$ cat src/rtl/phy_cr_pkg.sv
// Package: shared types and defaults for the control-register port responder.
// Assumes ADDR_W of 16 for the default address map.
package phy_cr_pkg;

    // Decoded request presented by the strobe lines
    typedef enum logic [2:0] {
        OP_NONE     = 3'd0,
        OP_ADDR     = 3'd1,
        OP_DATA     = 3'd2,
        OP_READ     = 3'd3,
        OP_WRITE    = 3'd4,
        OP_CONFLICT = 3'd5
    } cr_op_e;

    // Handshake phases
    typedef enum logic [1:0] {
        HS_IDLE = 2'd0,
        HS_WAIT = 2'd1,
        HS_ACK  = 2'd2
    } hs_state_e;

    localparam int unsigned CR_MAX_LATENCY = 4;
    localparam int unsigned CR_DEF_REGS    = 5;

    // Default map, entry 0 in the low bits
    localparam logic [CR_DEF_REGS*16-1:0] CR_DEF_MAP = {
        16'h102D, 16'h1010, 16'h1006, 16'h1002, 16'h0030
    };

endpackage

$ cat src/rtl/phy_cr_strobe_dec.sv
// Module: turns the four strobe lines into one request code.
// Assumes nothing about strobe timing. More than one high line yields OP_CONFLICT.
module phy_cr_strobe_dec
    import phy_cr_pkg::*;
(
    input  logic   cap_addr_i,
    input  logic   cap_data_i,
    input  logic   rd_i,
    input  logic   wr_i,
    output cr_op_e op_o,
    output logic   any_o
);

    logic [3:0] lines;
    logic [2:0] high_cnt;

    // Count the active lines
    always_comb begin
        lines    = {cap_addr_i, cap_data_i, rd_i, wr_i};
        high_cnt = 3'(lines[0]) + 3'(lines[1]) + 3'(lines[2]) + 3'(lines[3]);
        any_o    = (high_cnt != 3'd0);
    end

    // Map a single active line to its request
    always_comb begin
        if (high_cnt == 3'd0) begin
            op_o = OP_NONE;
        end else if (high_cnt > 3'd1) begin
            op_o = OP_CONFLICT;
        end else if (cap_addr_i) begin
            op_o = OP_ADDR;
        end else if (cap_data_i) begin
            op_o = OP_DATA;
        end else if (rd_i) begin
            op_o = OP_READ;
        end else begin
            op_o = OP_WRITE;
        end
    end

endmodule

$ cat src/rtl/phy_cr_handshake.sv
// Module: four-phase acknowledge sequencer with a programmable response delay.
// Accepts a request only while idle, pulses fire_o on the accepting edge,
// raises ack after LATENCY edges, and releases it once all strobes are low.
// Assumes 1 <= LATENCY <= CR_MAX_LATENCY.
module phy_cr_handshake
    import phy_cr_pkg::*;
#(
    parameter int unsigned LATENCY = 3
) (
    input  logic   clk,
    input  logic   rst_n,
    input  cr_op_e op_i,
    input  logic   any_i,
    output logic   fire_o,
    output logic   ack_o,
    output logic   busy_o
);

    localparam int unsigned CNT_W = $clog2(CR_MAX_LATENCY + 1);
    localparam logic [CNT_W-1:0] CNT_LOAD = CNT_W'(LATENCY - 1);

    hs_state_e        state_q;
    logic [CNT_W-1:0] cnt_q;
    logic             single;

    // A request is accepted only when exactly one line is high
    always_comb begin
        single = (op_i != OP_NONE) && (op_i != OP_CONFLICT);
        fire_o = (state_q == HS_IDLE) && single;
        ack_o  = (state_q == HS_ACK);
        busy_o = (state_q != HS_IDLE);
    end

    // Phase sequencing and delay count
    always_ff @(posedge clk) begin
        if (!rst_n) begin
            state_q <= HS_IDLE;
            cnt_q   <= '0;
        end else begin
            unique case (state_q)
                HS_IDLE: begin
                    if (fire_o) begin
                        if (LATENCY <= 1) begin
                            state_q <= HS_ACK;
                        end else begin
                            state_q <= HS_WAIT;
                            cnt_q   <= CNT_LOAD;
                        end
                    end
                end
                HS_WAIT: begin
                    if (cnt_q <= CNT_W'(1)) begin
                        state_q <= HS_ACK;
                    end else begin
                        cnt_q <= cnt_q - CNT_W'(1);
                    end
                end
                HS_ACK: begin
                    if (!any_i) begin
                        state_q <= HS_IDLE;
                    end
                end
                default: state_q <= HS_IDLE;
            endcase
        end
    end

endmodule

$ cat src/rtl/phy_cr_regfile.sv
// Module: sparse word store. Holds one word for each address in IMPL_MAP
// (entry g in bits g*ADDR_W upward). Other addresses read zero and ignore writes.
// Assumes the addresses in the map are distinct.
module phy_cr_regfile #(
    parameter int unsigned ADDR_W   = 16,
    parameter int unsigned DATA_W   = 16,
    parameter int unsigned NUM_REGS = 5,
    parameter logic [NUM_REGS*ADDR_W-1:0] IMPL_MAP = '0
) (
    input  logic              clk,
    input  logic              rst_n,
    input  logic              wr_en_i,
    input  logic [ADDR_W-1:0] addr_i,
    input  logic [DATA_W-1:0] wr_data_i,
    output logic [DATA_W-1:0] rd_data_o
);

    logic [NUM_REGS-1:0] match;
    logic [DATA_W-1:0]   words [NUM_REGS];

    for (genvar g = 0; g < NUM_REGS; g++) begin : g_slot
        // Compare the address with this slot
        assign match[g] = (addr_i == IMPL_MAP[g*ADDR_W +: ADDR_W]);

        // Hold the word for this slot
        always_ff @(posedge clk) begin
            if (!rst_n) begin
                words[g] <= '0;
            end else if (wr_en_i && match[g]) begin
                words[g] <= wr_data_i;
            end
        end
    end

    // Combine the matching slot. No match yields zero.
    always_comb begin
        rd_data_o = '0;
        for (int i = 0; i < NUM_REGS; i++) begin
            if (match[i]) begin
                rd_data_o = rd_data_o | words[i];
            end
        end
    end

endmodule

$ cat src/rtl/phy_cr_responder.sv
// Module: target side of the strobe/acknowledge control-register port.
// Latches the address and pending data, commits writes, presents reads, and
// runs the four-phase acknowledge. Assumes the master keeps to one strobe per
// handshake and waits for ack to fall before the next one.
module phy_cr_responder
    import phy_cr_pkg::*;
#(
    parameter int unsigned ADDR_W   = 16,
    parameter int unsigned DATA_W   = 16,
    parameter int unsigned LATENCY  = 3,
    parameter int unsigned NUM_REGS = CR_DEF_REGS,
    parameter logic [NUM_REGS*ADDR_W-1:0] IMPL_MAP = CR_DEF_MAP
) (
    input  logic              clk,
    input  logic              rst_n,
    input  logic              cap_addr_i,
    input  logic              cap_data_i,
    input  logic              rd_i,
    input  logic              wr_i,
    input  logic [DATA_W-1:0] data_i,
    output logic              ack_o,
    output logic [DATA_W-1:0] data_o
);

    cr_op_e            op;
    logic              any_strobe;
    logic              fire;
    logic              hs_busy;
    logic [ADDR_W-1:0] addr_q;
    logic [DATA_W-1:0] pend_q;
    logic [DATA_W-1:0] rd_word;
    logic [DATA_W-1:0] data_q;
    logic              commit;

    phy_cr_strobe_dec u_dec (
        .cap_addr_i (cap_addr_i),
        .cap_data_i (cap_data_i),
        .rd_i       (rd_i),
        .wr_i       (wr_i),
        .op_o       (op),
        .any_o      (any_strobe)
    );

    phy_cr_handshake #(
        .LATENCY (LATENCY)
    ) u_hs (
        .clk    (clk),
        .rst_n  (rst_n),
        .op_i   (op),
        .any_i  (any_strobe),
        .fire_o (fire),
        .ack_o  (ack_o),
        .busy_o (hs_busy)
    );

    // Write commit happens on the accepting edge of a write request
    assign commit = fire && (op == OP_WRITE);

    phy_cr_regfile #(
        .ADDR_W   (ADDR_W),
        .DATA_W   (DATA_W),
        .NUM_REGS (NUM_REGS),
        .IMPL_MAP (IMPL_MAP)
    ) u_rf (
        .clk       (clk),
        .rst_n     (rst_n),
        .wr_en_i   (commit),
        .addr_i    (addr_q),
        .wr_data_i (pend_q),
        .rd_data_o (rd_word)
    );

    // Latch the address, the pending data and the read result
    always_ff @(posedge clk) begin
        if (!rst_n) begin
            addr_q <= '0;
            pend_q <= '0;
            data_q <= '0;
        end else if (fire) begin
            unique case (op)
                OP_ADDR: addr_q <= data_i[ADDR_W-1:0];
                OP_DATA: pend_q <= data_i;
                OP_READ: data_q <= rd_word;
                default: ;
            endcase
        end
    end

    assign data_o = data_q;

endmodule

$ cat config.mk
export PLATFORM = sky130hd
export DESIGN_NAME = phy_cr_responder
export DESIGN_NICKNAME = d
export VERILOG_FILES = /design/src/rtl/phy_cr_pkg.sv /design/src/rtl/phy_cr_strobe_dec.sv /design/src/rtl/phy_cr_handshake.sv /design/src/rtl/phy_cr_regfile.sv /design/src/rtl/phy_cr_responder.sv
export SDC_FILE = /design/constraint.sdc
export NUM_CORES = 1
export LEC_CHECK = 0
export BUFFER_PORTS_ARGS = -buffer_cell sky130_fd_sc_hd__buf_2
export CAP_MARGIN = 20
export CORE_MARGIN = 5
export CORE_UTILIZATION = 60
export DETAILED_ROUTE_END_ITERATION = 6
export PLACE_DENSITY = 0.79
export SLEW_MARGIN = 20
export SYNTH_ARGS = -nofsm -noshare
export SYNTH_HDL_FRONTEND = slang
export SYNTH_SLANG_ARGS = --single-unit
export TNS_END_PERCENT = 1
$ cat constraint.sdc
create_clock -name clk -period 4.9 [get_ports clk]
set_clock_uncertainty 0.15 [all_clocks]
set_input_delay 0.245 -clock clk [delete_from_list [all_inputs] [get_ports clk]]
set_output_delay 0.245 -clock clk [all_outputs]
set_load 0.01 [all_outputs]
## Yosys cells after proc, flatten, opt, wreduce, memory -nomap -nowiden

Memory sizes are Yosys's and may differ from the RTL's.
Index checks and enable logic that the tools add are counted.

- Register bits: 53
- Bits in latches: 0
- Memory bits (writable): 80
- Memory bits (read-only): 0
- Input port bits: 22
- Logic and storage cells: 93
- Memories kept: 1

- $add $sub $neg: 4
- Multipliers: 0
- Divide/modulo/power cells: 0
- Order comparisons: 2
- Equal/unequal tests: 16
- Shift-type cells: 0
- Mux-type cells: 38
- Bitwise operators: 9
- Reductions and logical operators: 18

Memories:

| memory | words | width | rd ports | clocked after memory_dff | write ports | line | text |
|---|---|---|---|---|---|---|---|
| u_rf.words | 5 | 16 | 5 | 0 | 5 | phy_cr_regfile.sv:19 | `logic [DATA_W-1:0] words [NUM_REGS];` |

Operators by type and width:

| operator | number |
|---|---|
| $mux W16 | 10 |
| $eq A16 B13 Y1 const B | 4 |
| $or A16 B16 Y16 | 4 |
| $mux W3 | 7 |
| $eq A16 B6 Y1 const B | 1 |
| $mux W1 | 16 |
| $logic_and A1 B1 Y1 | 8 |
| $add A3 B1 Y3 | 2 |
| $eq A3 B2 Y1 const B | 2 |
| $mux W2 | 3 |
| $ne A2 B2 Y1 const B | 3 |
| $pmux W2 S3 | 1 |
| $pmux W3 S2 | 1 |
| $reduce_and A2 Y1 | 3 |
| $reduce_and A3 Y1 | 2 |
| $reduce_bool A3 Y1 | 2 |
| $or A1 B1 Y1 | 5 |
| $eq A3 B1 Y1 const B | 1 |
| $eq A3 B3 Y1 const B | 1 |
| $gt A3 B1 Y1 const B | 1 |
| $le A3 B1 Y1 const B | 1 |
| $logic_not A3 Y1 | 1 |
| $ne A3 B3 Y1 const B | 1 |
| $sub A3 B1 Y3 const B | 1 |
| 6 further kinds | 6 |

## Longest topological paths before layout

- Word-level depth: 15
- Gate-level depth with buffers: 11
- Mapped depth without buffers: 9

## Cells and area by module

From an unflattened synthesis, not the netlist that was laid out.

- Cell total of the unflattened synthesis: 527
- Area total of the unflattened synthesis: 6195.9 um^2

Modules (own cells, without submodules):

| module | instances | cells each | area an instance (um^2) | seq. area each (um^2) |
|---|---|---|---|---|
| phy_cr_regfile | 1 | 277 | 3838.7 | 2402.3 |
| phy_cr_responder | 1 | 196 | 1905.6 | 960.9 |
| phy_cr_handshake | 1 | 32 | 292.8 | 100.1 |
| phy_cr_strobe_dec | 1 | 22 | 158.9 | 0.0 |

## Worst setup path after synthesis

No wires, ideal clock.

- Path type: input to register
- Start point: input port rd_i
- End point: memory u_rf.words[0][0] (enable)
- Arrival: 3.083 ns
- Required time: 4.339 ns
- Setup slack: 1.256 ns
- Stages on the path: 7
- Buffers on the path: 0
- Cells stage by stage: ha_1 -> fa_1 -> inv_1 -> ha_1 -> or3b_2 -> nand4b_1 -> o21ai_0

RTL lines:

| what | line | text |
|---|---|---|
| from (decl) | phy_cr_responder.sv:18 | `input logic rd_i,` |
| to (decl) | phy_cr_regfile.sv:19 |  |

==> results.cfg <==
[status]
outcome = finished, final reports clean

[clock_tree]
clk_path_buf_depth = 2
clkLatencyLatePin_ns = 0.52
clk_pin_slew_ns = 0.06
cts-hold-fix-buffers = 16
post_cts_buffers = 0
clock_sinks = 133
cts-root-buf = clkbuf_8
htree_levels = 4
cts_tree = built
cts_resized = 0
numCtsBuffers = 17

[setup_path]
cp_max_fo = 17
end_kind = flip-flop
arrival_ns = 3.73
required_ns = 4.97
worstSetupPathType = reg2reg
cp-start-kind = flip-flop

[route]
drt_iter0_drc = 304
antenna_left = 0
maxUsedRoutingLayer = met4
wl_um = 13300
first_pass_iters = 5
drc = 0
wl_met2_um = 6740
wl_met1_um = 5180
met3_wirelength_um = 1070
num_vias = 4161
via_per_inst = 6.06
wire_per_inst_um = 19.3

[sta]
setup_slack_ns = 1.23
period_share_pct = 74.9
finalCriticalPeriod_ns = 3.67
maxSlewHeadroom_pct = 27.6
setup_viol = 0
slew_viol_final = 0
rsz0062_at_grt = no
worst_pin_slew_ns = 1.08
timing_hold_violations_final = 0
setup_tns_ns = 0
fmax_ghz = 0.273

[pwr]
switching_power_uw = 635
clockPowerShare_pct = 45.7
p_int_mw = 2.13
power_leakage_nw = 2.47
pwr-share-seq_pct = 45.7
ir_drop_mv = 0.274
p_sw_share_pct = 23.0
p_per_area_mw_per_mm2 = 417
p_comb_share_pct = 8.6

[cells_and_area]
nNetsFinal = 591
drive_above_1_share_pct = 18.9
nFillCells = 610
area_growth_pct = 18.2
n_antenna_cell = 0

[grt]
track_usage_pct = 24.3
gr-total-overflow = 0
grt_pass1_vias = 4042
grt_pass1_wl_um = 20800
antenna_found_initial = 0
grt_max_degree = 38

[synthesis]
synth_compound_area_share_pct = 11.3
synth_edf_count = 80
synth-async-reset-ratio_pct = 0
synth_xor_area_share_pct = 0.156
synth_seq_area_share_pct = 61.8
yosys.area_share.simple_pct = 16.1
synth.area.mux_share_pct = 6.45
syn_nets = 538
ys_ff_latch = 133
ys_warn_count = 0
synth_cells = 510
synth_top_family_by_area = simple AND/OR/NAND/NOR gates
synth-main-ff-cell = edfxtp_1
synthesis.area_mm2 = 0.00560
synth.avg_cell_area_um2 = 11.0
synth_cell_types = 45
synth_adder_area_share_pct = 1.47

[floorplan]
io_pins = 39
num_rows = 35
core_mm2 = 0.00915
die_area_mm2 = 0.0114
fp.dieH_um = 107
initial_core_util_pct = 61.2
dieWidth_um = 107

[hold_path]
hold_path_class = in2reg

[placed_design]
io_buffers = 38
dpl.hpwl_um = 8520
gp_congestion = 0.838
dp_slack_ns = 0.866

[job]
maxCapViolations = 0
==> Yosys cell counts, drive strengths merged, types with 5 or more instances <==
cell type,number,area share [%]
inv,7,0.47
mux2i,17,3.0
ha,5,1.1
nor2,106,7.2
nand2b,5,0.56
buf,13,1.3
mux2,17,3.4
o21ai,24,2.1
clkbuf,15,1.0
dfxtp,53,19
a22oi,16,2.1
a22o,15,2.3
nand3,21,2.0
nand2,37,2.5
edfxtp,80,43
a21oi,48,4.3
==> per-layer routing <==
layer / up-vias / GRT usage [%]
met1: 1982 / 29.8
met3: 32 / 6.74
li1: 1934 / -
met4: 0 / 8.95
met2: 213 / 41.1
met5: - / 0
==> registers in the layout, indices dropped and copies added, names as in the netlist <==
register      count
u_rf.words       80
u_hs.state_q      2
u_hs.cnt_q        3
pend_q           16
addr_q           16
data_o           16
==> path summary, 6_finish.rpt <==
check                                              from                        endpoint  slack, ns  depth (start not counted)
worst min-delay path                         cap_addr_i         addr_q[14]$_SDFFE_PN0P_       0.03                          3
worst max-delay path            addr_q[10]$_SDFFE_PN0P_  u_rf.words[1][3]$_SDFFCE_PN0P_       1.23                          5
worst max register to register  addr_q[10]$_SDFFE_PN0P_  u_rf.words[1][3]$_SDFFCE_PN0P_       1.23                          5
worst min register to register   addr_q[8]$_SDFFE_PN0P_          addr_q[8]$_SDFFE_PN0P_       0.31                          2
==> metrics by stage <==
| step | cells | util [%] | hold slack, ns | cell area, µm² | total power [mW] |
|---|---|---|---|---|---|
| 2_1_floorplan | 510 | - | 0.233 | 5600 | 1.45 |
| 3_3_place_gp | 638 | 64.0 | 0.289 | 5860 | 1.51 |
| 3_5_place_dp | 638 | 64.0 | 0.302 | 5860 | 1.51 |
| 4_1_cts | 686 | 72.3 | 0.0105 | 6620 | 2.77 |
| 5_1_grt | 687 | 72.4 | 0.0350 | 6630 | 2.86 |
| 6_report | 687 | 72.4 | 0.0286 | 6630 | 2.76 |
==> layout by cell type, fill, tap and decap left out, types with 6 or more instances in the layout <==
cell type / n
a22o_1: 15
o21ai_0: 19
dlygate4sd3_1: 16
mux2i_1: 17
nand3_1: 20
edfxtp_1: 80
dfxtp_1: 53
nand2_1: 36
a22oi_1: 16
clkbuf_16: 16
nor2_1: 104
mux2_2: 17
buf_4: 7
inv_1: 6
a21oi_1: 48
buf_2: 38
==> layout make-up <==
cell class	count	area (µm²)	area share, %
timing repair buffer	62	414	6.25
clock inverter	13	156	2.36
multi-input combinational	342	1990	30.0
tap	111	139	2.10
clock buffer	19	442	6.67
inverter	7	26.3	0.397
sequential	133	3460	52.3
==> worst max-delay path, cell delays in order (launching register included) <==
cell and delay (ns):
dfxtp_1 0.31, or4_4 0.57, nor4_4 0.66, nand2b_1 0.60
o21ai_1 0.71, buf_4 0.33
==> cell families (layout without fill, tap and decap cells) <==
logic type	count (synthesis)	in the layout
xor gates and xnor gates	1	1
adders and majority gates	6	6
DFF	133	133
AOI/OAI and AO/OA	106	106
and+or+nand+nor	195	195
buffers and inverters	35	101
muxes	34	34
==> power groups by stage <==
stage / sequential (mW) / clock [mW] / combinational [mW]
after floorplan: 1.28 / 0 / 0.169
after global placement: 1.28 / 0 / 0.222
after detailed placement: 1.29 / 0 / 0.226
after CTS: 1.26 / 1.27 / 0.237
after global routing: 1.27 / 1.33 / 0.264
final: 1.26 / 1.26 / 0.238
Note: power is estimated with default switching activity, not from simulation.
